<file path="src/rtl/grid_unit_vector.sv">
module grid_unit_vector #(
  parameter int W         = 12,
  parameter int LPF_SHIFT = 2,
  parameter int FRAC      = 14,
  parameter int MIN_MAG   = 16
) (
  input  logic                  clk,
  input  logic                  rst,
  input  logic                  in_valid,
  input  logic signed [W-1:0]   v_a,
  input  logic signed [W-1:0]   v_b,
  input  logic signed [W-1:0]   v_c,
  output logic                  busy,
  output logic                  out_valid,
  output logic signed [FRAC+1:0] uv_alpha,
  output logic signed [FRAC+1:0] uv_beta
);
  localparam int CW   = W + 2;
  localparam int PW   = CW + 17;
  localparam int SQW  = 2 * CW + 2;
  localparam int RW   = SQW / 2;
  localparam int NB   = CW + FRAC;
  localparam int CNTW = $clog2(NB + 1);
  localparam int ONE_I = 1 << FRAC;
  localparam logic signed [16:0] KA = 17'sd26755;
  localparam logic signed [16:0] KB = 17'sd23170;

  typedef enum logic [2:0] {S_IDLE, S_CALC, S_SQRT, S_CHK, S_DIV, S_FIN} st_t;
  st_t st;

  logic signed [W-1:0] flt [3];
  logic signed [W-1:0] vin [3];
  logic signed [W-1:0] fnx [3];
  logic signed [W:0]   dlt [3];

  assign vin[0] = v_a;
  assign vin[1] = v_b;
  assign vin[2] = v_c;

  always_comb
    for (int i = 0; i < 3; i++) begin
      dlt[i] = $signed({vin[i][W-1], vin[i]}) - $signed({flt[i][W-1], flt[i]});
      fnx[i] = W'($signed({flt[i][W-1], flt[i]}) + (dlt[i] >>> LPF_SHIFT));
    end

  logic signed [CW-1:0] ea, eb, ec, sa, sd, alpha_c, beta_c, alpha_r, beta_r;
  logic signed [2*CW-1:0] a2, b2;
  assign ea = {{2{flt[0][W-1]}}, flt[0]};
  assign eb = {{2{flt[1][W-1]}}, flt[1]};
  assign ec = {{2{flt[2][W-1]}}, flt[2]};
  assign sa = (ea <<< 1) - eb - ec;
  assign sd = eb - ec;
  assign alpha_c = CW'((PW'(sa) * KA) >>> 16);
  assign beta_c  = CW'((PW'(sd) * KB) >>> 15);
  assign a2 = alpha_c * alpha_c;
  assign b2 = beta_c * beta_c;

  logic [SQW-1:0] sq_op, sq_res, sq_one, trial;
  assign trial = sq_res + sq_one;

  logic [RW-1:0] mag_r, dv_rem;
  logic [NB-1:0] dv_num, dv_q;
  logic [RW:0]   rsh, rdiff;
  logic          ge, dv_neg, sel;
  logic [CNTW-1:0] cnt;
  assign rsh   = {dv_rem, dv_num[NB-1]};
  assign rdiff = rsh - {1'b0, mag_r};
  assign ge    = !rdiff[RW];

  logic [CW-1:0] abs_a, abs_b;
  assign abs_a = alpha_r[CW-1] ? CW'(-alpha_r) : alpha_r;
  assign abs_b = beta_r[CW-1]  ? CW'(-beta_r)  : beta_r;

  logic [FRAC+1:0] qs;
  logic signed [FRAC+1:0] qres, q_alpha;
  assign qs   = (dv_q > NB'(ONE_I)) ? (FRAC+2)'(ONE_I) : dv_q[FRAC+1:0];
  assign qres = dv_neg ? -$signed(qs) : $signed(qs);

  assign busy = (st != S_IDLE);

  always_ff @(posedge clk) begin
    if (rst) begin
      st <= S_IDLE;
      for (int i = 0; i < 3; i++) flt[i] <= '0;
      alpha_r <= '0; beta_r <= '0;
      sq_op <= '0; sq_res <= '0; sq_one <= '0;
      mag_r <= '0; dv_rem <= '0; dv_num <= '0; dv_q <= '0;
      dv_neg <= 1'b0; sel <= 1'b0; cnt <= '0;
      q_alpha <= '0; uv_alpha <= '0; uv_beta <= '0; out_valid <= 1'b0;
    end else begin
      out_valid <= 1'b0;
      unique case (st)
        S_IDLE: if (in_valid) begin
          for (int i = 0; i < 3; i++) flt[i] <= fnx[i];
          st <= S_CALC;
        end
        S_CALC: begin
          alpha_r <= alpha_c;
          beta_r  <= beta_c;
          sq_op   <= SQW'($unsigned(a2)) + SQW'($unsigned(b2));
          sq_res  <= '0;
          sq_one  <= SQW'(1) << (SQW - 2);
          cnt     <= '0;
          st      <= S_SQRT;
        end
        S_SQRT: begin
          if (sq_op >= trial) begin
            sq_op  <= sq_op - trial;
            sq_res <= (sq_res >> 1) + sq_one;
          end else begin
            sq_res <= sq_res >> 1;
          end
          sq_one <= sq_one >> 2;
          cnt    <= cnt + 1'b1;
          if (cnt == CNTW'(RW - 1)) st <= S_CHK;
        end
        S_CHK: begin
          if (sq_res < SQW'(MIN_MAG)) begin
            out_valid <= 1'b1;
            st        <= S_IDLE;
          end else begin
            mag_r  <= sq_res[RW-1:0];
            dv_num <= {abs_a, FRAC'(0)};
            dv_neg <= alpha_r[CW-1];
            dv_rem <= '0;
            dv_q   <= '0;
            sel    <= 1'b0;
            cnt    <= '0;
            st     <= S_DIV;
          end
        end
        S_DIV: begin
          dv_rem <= ge ? rdiff[RW-1:0] : rsh[RW-1:0];
          dv_q   <= {dv_q[NB-2:0], ge};
          dv_num <= dv_num << 1;
          cnt    <= cnt + 1'b1;
          if (cnt == CNTW'(NB - 1)) st <= S_FIN;
        end
        S_FIN: begin
          if (!sel) begin
            q_alpha <= qres;
            dv_num  <= {abs_b, FRAC'(0)};
            dv_neg  <= beta_r[CW-1];
            dv_rem  <= '0;
            dv_q    <= '0;
            sel     <= 1'b1;
            cnt     <= '0;
            st      <= S_DIV;
          end else begin
            uv_alpha  <= q_alpha;
            uv_beta   <= qres;
            out_valid <= 1'b1;
            st        <= S_IDLE;
          end
        end
        default: st <= S_IDLE;
      endcase
    end
  end
endmodule

</file>
<file path="config.mk">
export PLATFORM = sky130hd
export DESIGN_NAME = grid_unit_vector
export DESIGN_NICKNAME = d
export VERILOG_FILES = /design/src/rtl/grid_unit_vector.sv
export SDC_FILE = /design/constraint.sdc
export NUM_CORES = 2
export LEC_CHECK = 0
export BUFFER_PORTS_ARGS = -buffer_cell sky130_fd_sc_hd__buf_2
export CORE_MARGIN = 5
export CORE_UTILIZATION = 60
export DETAILED_ROUTE_END_ITERATION = 8
export PLACE_DENSITY_LB_ADDON = 0.1
export SYNTH_ARGS = -nofsm -noshare
export SYNTH_HDL_FRONTEND = slang
export SYNTH_SLANG_ARGS = --single-unit
</file>
<file path="constraint.sdc">
create_clock -name clk -period 13.8 [get_ports clk]
set_input_delay 1.38 -clock clk [delete_from_list [all_inputs] [get_ports clk]]
set_output_delay 1.38 -clock clk [all_outputs]
set_load 0.05 [all_outputs]
</file>
; Word level (Yosys, flattened, before mapping)
; Memory sizes are Yosys's and may differ from the RTL's.
; Index checks and enable logic that the tools add are counted.
[op_classes]
addsub = 18
multipliers = 4
n_lt_le_gt_ge = 3
eq_ne = 13
n_mux = 45
bitwise_logic = 5
n_reduce_logical = 17
[ops]
columns = cell, count
row1 = 30-bit case mux with 2 select lines, 3
row2 = 28-bit case mux with 3 select lines, 2
row3 = 28-bit 2-to-1 mux, 4
row4 = 30-bit 2-to-1 mux, 2
row5 = 14-bit by 14-bit multiplier with 28-bit output, 2
row6 = 12-bit by 12-bit subtractor with 13-bit output, 4
row7 = 15-bit 2-to-1 mux, 3
row8 = 15-bit case mux with 3 select lines, 1
row9 = 12-bit by 11-bit adder with 12-bit output, 3
row10 = 12-bit 2-to-1 mux, 3
row11 = 16-bit 2-to-1 mux, 2
row12 = 29-bit by 30-bit adder with 30-bit output, 1
row13 = 30-bit adder, 1
row14 = 30-bit greater-or-equal comparator, 1
row15 = "30-bit by 5-bit less-than comparator with 1-bit output, second input constant", 1
row16 = "14-bit by 16-bit multiplier with 30-bit output, second input constant", 1
row17 = 30-bit subtractor, 1
row18 = 28-bit by 28-bit adder with 29-bit output, 1
row19 = "28-bit by 15-bit greater-than comparator with 1-bit output, second input constant", 1
row20 = "13-bit by 15-bit multiplier with 28-bit output, second input constant", 1
row21 = 14-bit 2-to-1 mux, 2
row22 = 14-bit negation, 2
row23 = 5-bit case mux with 4 select lines, 1
row24 = 3-bit case mux with 6 select lines, 1
row25 = 25 further kinds, 61
[totals]
regBits = 263
ramBits = 36
inputBits = 39
out_inout_bits = 34
word_cells = 123
n_memories = 1
[memory_table]
columns = memory, depth, width, read_ports, rd_ports_with_merged_regs, write_ports, line_no
row1 = flt, 3, 12, 3, 0, 3, 31  ; logic signed [W-1:0] flt [3];

; Logic depth before layout (Yosys ltp)
; An unclocked memory read counts as a cell.
[logic_depth]
depth_word = 7
depth_mapped = 65
depth_no_buf = 64

; Least setup slack after synthesis
; No wires, ideal clock.
[synth_timing]
kind = reg2reg
startpoint = mem flt[1][4] (netlist: flt[0][16])
endpoint = reg sq_op[27]
setup_ns = 0.116
t_arrival_ns = 14.088
required_ns = 13.684
setup_slack_ns = -0.404
path_stages_with_launch = 63
n_path_buf = 1
synth_period_minus_slack_ns = 14.204
path_cell_list = edfxtp_1 -> inv_1 -> fa_1 -> ha_1 -> nor3_1 -> nor2_1 -> a31oi_1 -> o21ai_0 -> o21ai_1 -> o21bai_1 -> a21o_1 -> xnor2_1 -> inv_1 -> ha_1 -> inv_1 -> fa_1 -> inv_1 -> ha_1 -> [27 not listed] -> o21ai_0 -> or3_1 -> o21ai_0 -> o221ai_1 -> o21ai_1 -> o21ai_0 -> nand2b_1 -> a21o_1 -> a21oi_1 -> xnor2_1 -> ha_1 -> a2111o_1 -> o32ai_1 -> a21oi_1 -> a41o_1 -> o41ai_1 -> a211oi_1 -> o211a_1
[synth_lines]
columns = element, line_no
row1 = from (decl), 31
row2 = to (signal assigned), 100  ; sq_op <= SQW'($unsigned(a2)) + SQW'($unsigned(b2));
row3 = to (signal assigned), 108  ; sq_op <= sq_op - trial;
row4 = to (decl), 58  ; logic [SQW-1:0] sq_op, sq_res, sq_one, trial;

==> flow_summary.json <==
{
  "synth_top_area_cell": "fa_1",
  "setup_tns_ns": 0,
  "synth_warnings": 0,
  "cp.arrival_ns": 14.25,
  "hpwl_um": 76900,
  "ant_nets": 0,
  "netlist_area_sq_mm": 0.0387,
  "hold_class": "register to register",
  "cpMaxStageDelayCell": "fa_2",
  "synth_edf_count": 36,
  "crit_required_ns": 14.26,
  "start_util_pct": 60.3,
  "numClockSinks": 270,
  "synth.avg_cell_area_sq_um": 8.48,
  "drt_iter0_markers": 1865,
  "clk_pin_slew_ns": 0.06,
  "cts_hold_buffers": 0,
  "critPathKind": "register to register",
  "drv_cap": 0,
  "drive_above_1_share_pct": 16.9,
  "die_h_um": 264,
  "via_per_inst": 5.57,
  "setup_ws_ns": 0.00784,
  "grt_first_pass_wirelength_um": 157000,
  "synthSimpleGateAreaFrac_pct": 14.5,
  "clockBufferDepth": 3,
  "drcViolationCount": 0,
  "synth_top_area_share_pct": 22.9,
  "yosys.cell_types.count": 88,
  "wl_um": 97200,
  "synth_mux_area_share_pct": 0.702,
  "fin_nets": 5936,
  "io_pins": 73,
  "synth_top_family_by_area": "adder cells",
  "slew_viol_final": 0,
  "rsz0062_at_grt": "yes",
  "synth_xor_area_share_pct": 7.13,
  "cp_common_cell": "fa_1",
  "synth_fa_ha_area_share_pct": 40.3,
  "rrSetupSlack_ns": 0.008,
  "synthTopCellsByArea": "fa_1 (23%), ha_1 (17%), dfxtp_1 (12%), inv_1 (6.7%), xnor2_1 (4.6%)",
  "syn-num-nets": 5579,
  "syn2layout_area_growth_pct": 17.1,
  "core-area_sq_mm": 0.0641,
  "ys_seq_elements": 270,
  "die-area_sq_mm": 0.0697,
  "startpoint_type": "register",
  "fin_util_pct": 70.7,
  "fin_worst_skew_ns": 0.0241,
  "setup_viol": 0,
  "route.vias.total": 32300,
  "root_buffer": "clkbuf_16",
  "async_reset_ff_share_pct": 0,
  "ys.flop_type": "dfxtp_1",
  "grt_antenna_before_repair": 2,
  "firstDrtPassIters": 6,
  "max_freq_mhz": 72.5,
  "overflow": 0,
  "finalHoldViolCount": 0,
  "fin_hold_ws_ns": 0.452,
  "synth_common_cells": "inv_1 (693), ha_1 (537), nor2_1 (449)",
  "rows": 93,
  "first_global_vias": 32000,
  "cts_made_buffers": 35,
  "dpl_worst_slack_ns": -0.399,
  "path_max_fanout": 3,
  "cts_tree": "built",
  "grt_usage_pct": 26.9,
  "grt_start_max_net_pins": 95,
  "wl_per_cell_um": 16.8,
  "cpLargestDelayFamily": "adder cells",
  "syn_inst": 4560,
  "min_period_ns": 13.79,
  "outcome": "complete, no violations",
  "place_congestion": 0.927,
  "crit_path_end_kind": "register",
  "cp_num_buf_inv": 10,
  "finalCritPeriodShare_pct": 99.9,
  "clkLatencyLatePin_ns": 0.56,
  "slew_headroom_pct": 14.7,
  "cpPeakStageDelay_ns": 0.58,
  "synth-compound-area-share_pct": 14.2,
  "yosysMostFrequentCell": "inv_1",
  "io_buffers": 72,
  "cts_max_level": 2,
  "die_x_um": 264,
  "tightest_slew_ns": 1.28,
  "yosysSeqAreaShare_pct": 14.9
}
-- final timing paths --
check | to | depth (start not counted) | startpoint
setup / recovery | sq_op[27] | 57 | flt[0][12]
hold / removal | uv_alpha[6] | 2 | uv_alpha[6]
setup reg to reg | sq_op[27] | 57 | flt[0][12]
hold reg to reg | uv_alpha[6] | 2 | uv_alpha[6]
-- per-layer routing --
layer  vias up  GRT usage, %  part of all wire, %  wire, um
met3       208          3.16                  4.5      4400
met2       723          47.6                   49     47900
met1     15500          34.0                   42     40400
met4         2          10.2                  4.5      4370
li1      15800             -                    -         -
met5         -             0                0.010        10
-- registers in the layout, indices dropped and copies added, names as in the netlist, 15 cells and up --
register and count:
q_alpha 16, uv_beta 16, dv_q 28, sq_res 30, mag_r 15, sq_op 30, sq_one 15, dv_rem 15
flt 36, uv_alpha 16
-- worst min-delay path, stage by stage (launching register included) --
cell and delay [ns]:
dfxtp_1 0.30, nand2_1 0.05, a21oi_1 0.05
-- stage by stage --
stage / cell area [sq um] / cells
floorplan: 38700 / 4560
global placement: 42100 / 5676
detailed placement: 42100 / 5676
global route: 45300 / 5796
CTS: 43500 / 5740
finish: 45300 / 5798
-- repair_timing --
action | 4_1_cts | 5_1_grt
endpoints found under the hold margin | 0 | 0
resized for setup | 51 | 299
setup buffers | 3 | 56
pin swaps | 12 | 209
endpoints found under the setup margin | 13 | 16
cloned | 0 | 1
-- kinds of logic after synthesis --
kind of cell	Yosys count
and+or+nand+nor	1279
buffers and inverters	837
AOI/OAI and AO/OA	857
xor gates and xnor gates	310
adders and majority gates	980
DFF	270
muxes	27
-- area by class of cell --
cell class	instances	area, sq um
clock buffer	44	960
multi-input combinational	3453	31300
antenna	2	5.00
tap	855	1070
sequential	270	5770
inverter	707	2670
timing repair buffer	450	3350
fill	5141	18800
clock inverter	17	196
-- cell usage in the layout, fill, tap and decap left out, types with 18 or more instances in the layout --
| master | instances |
|---|---|
| buf_2 | 71 |
| fa_1 | 425 |
| a31oi_1 | 28 |
| o21ai_1 | 20 |
| ha_1 | 492 |
| a21oi_2 | 24 |
| fa_2 | 18 |
| inv_1 | 664 |
| nand2b_1 | 34 |
| a211oi_1 | 62 |
| o21bai_1 | 33 |
| mux2i_1 | 26 |
| a21oi_1 | 262 |
| dfxtp_1 | 234 |
| buf_4 | 351 |
| and2_1 | 19 |
| o21a_1 | 30 |
| or3_1 | 21 |
| nand4_1 | 18 |
| buf_6 | 22 |
| nor2_1 | 418 |
| nor2_2 | 23 |
| xor2_1 | 98 |
| xnor2_1 | 184 |
| xnor2_2 | 20 |
| inv_2 | 34 |
| nor2b_1 | 28 |
| o21ai_0 | 124 |
| ha_4 | 37 |
| clkbuf_16 | 36 |
| a22oi_1 | 18 |
| a21o_1 | 55 |
| nor3_1 | 84 |
| nand3_1 | 80 |
| edfxtp_1 | 36 |
| nand2_1 | 429 |
Power is left out: the tool's default activity adds up to more than one toggle a clock period on the data nets, which glitch-free logic cannot reach.
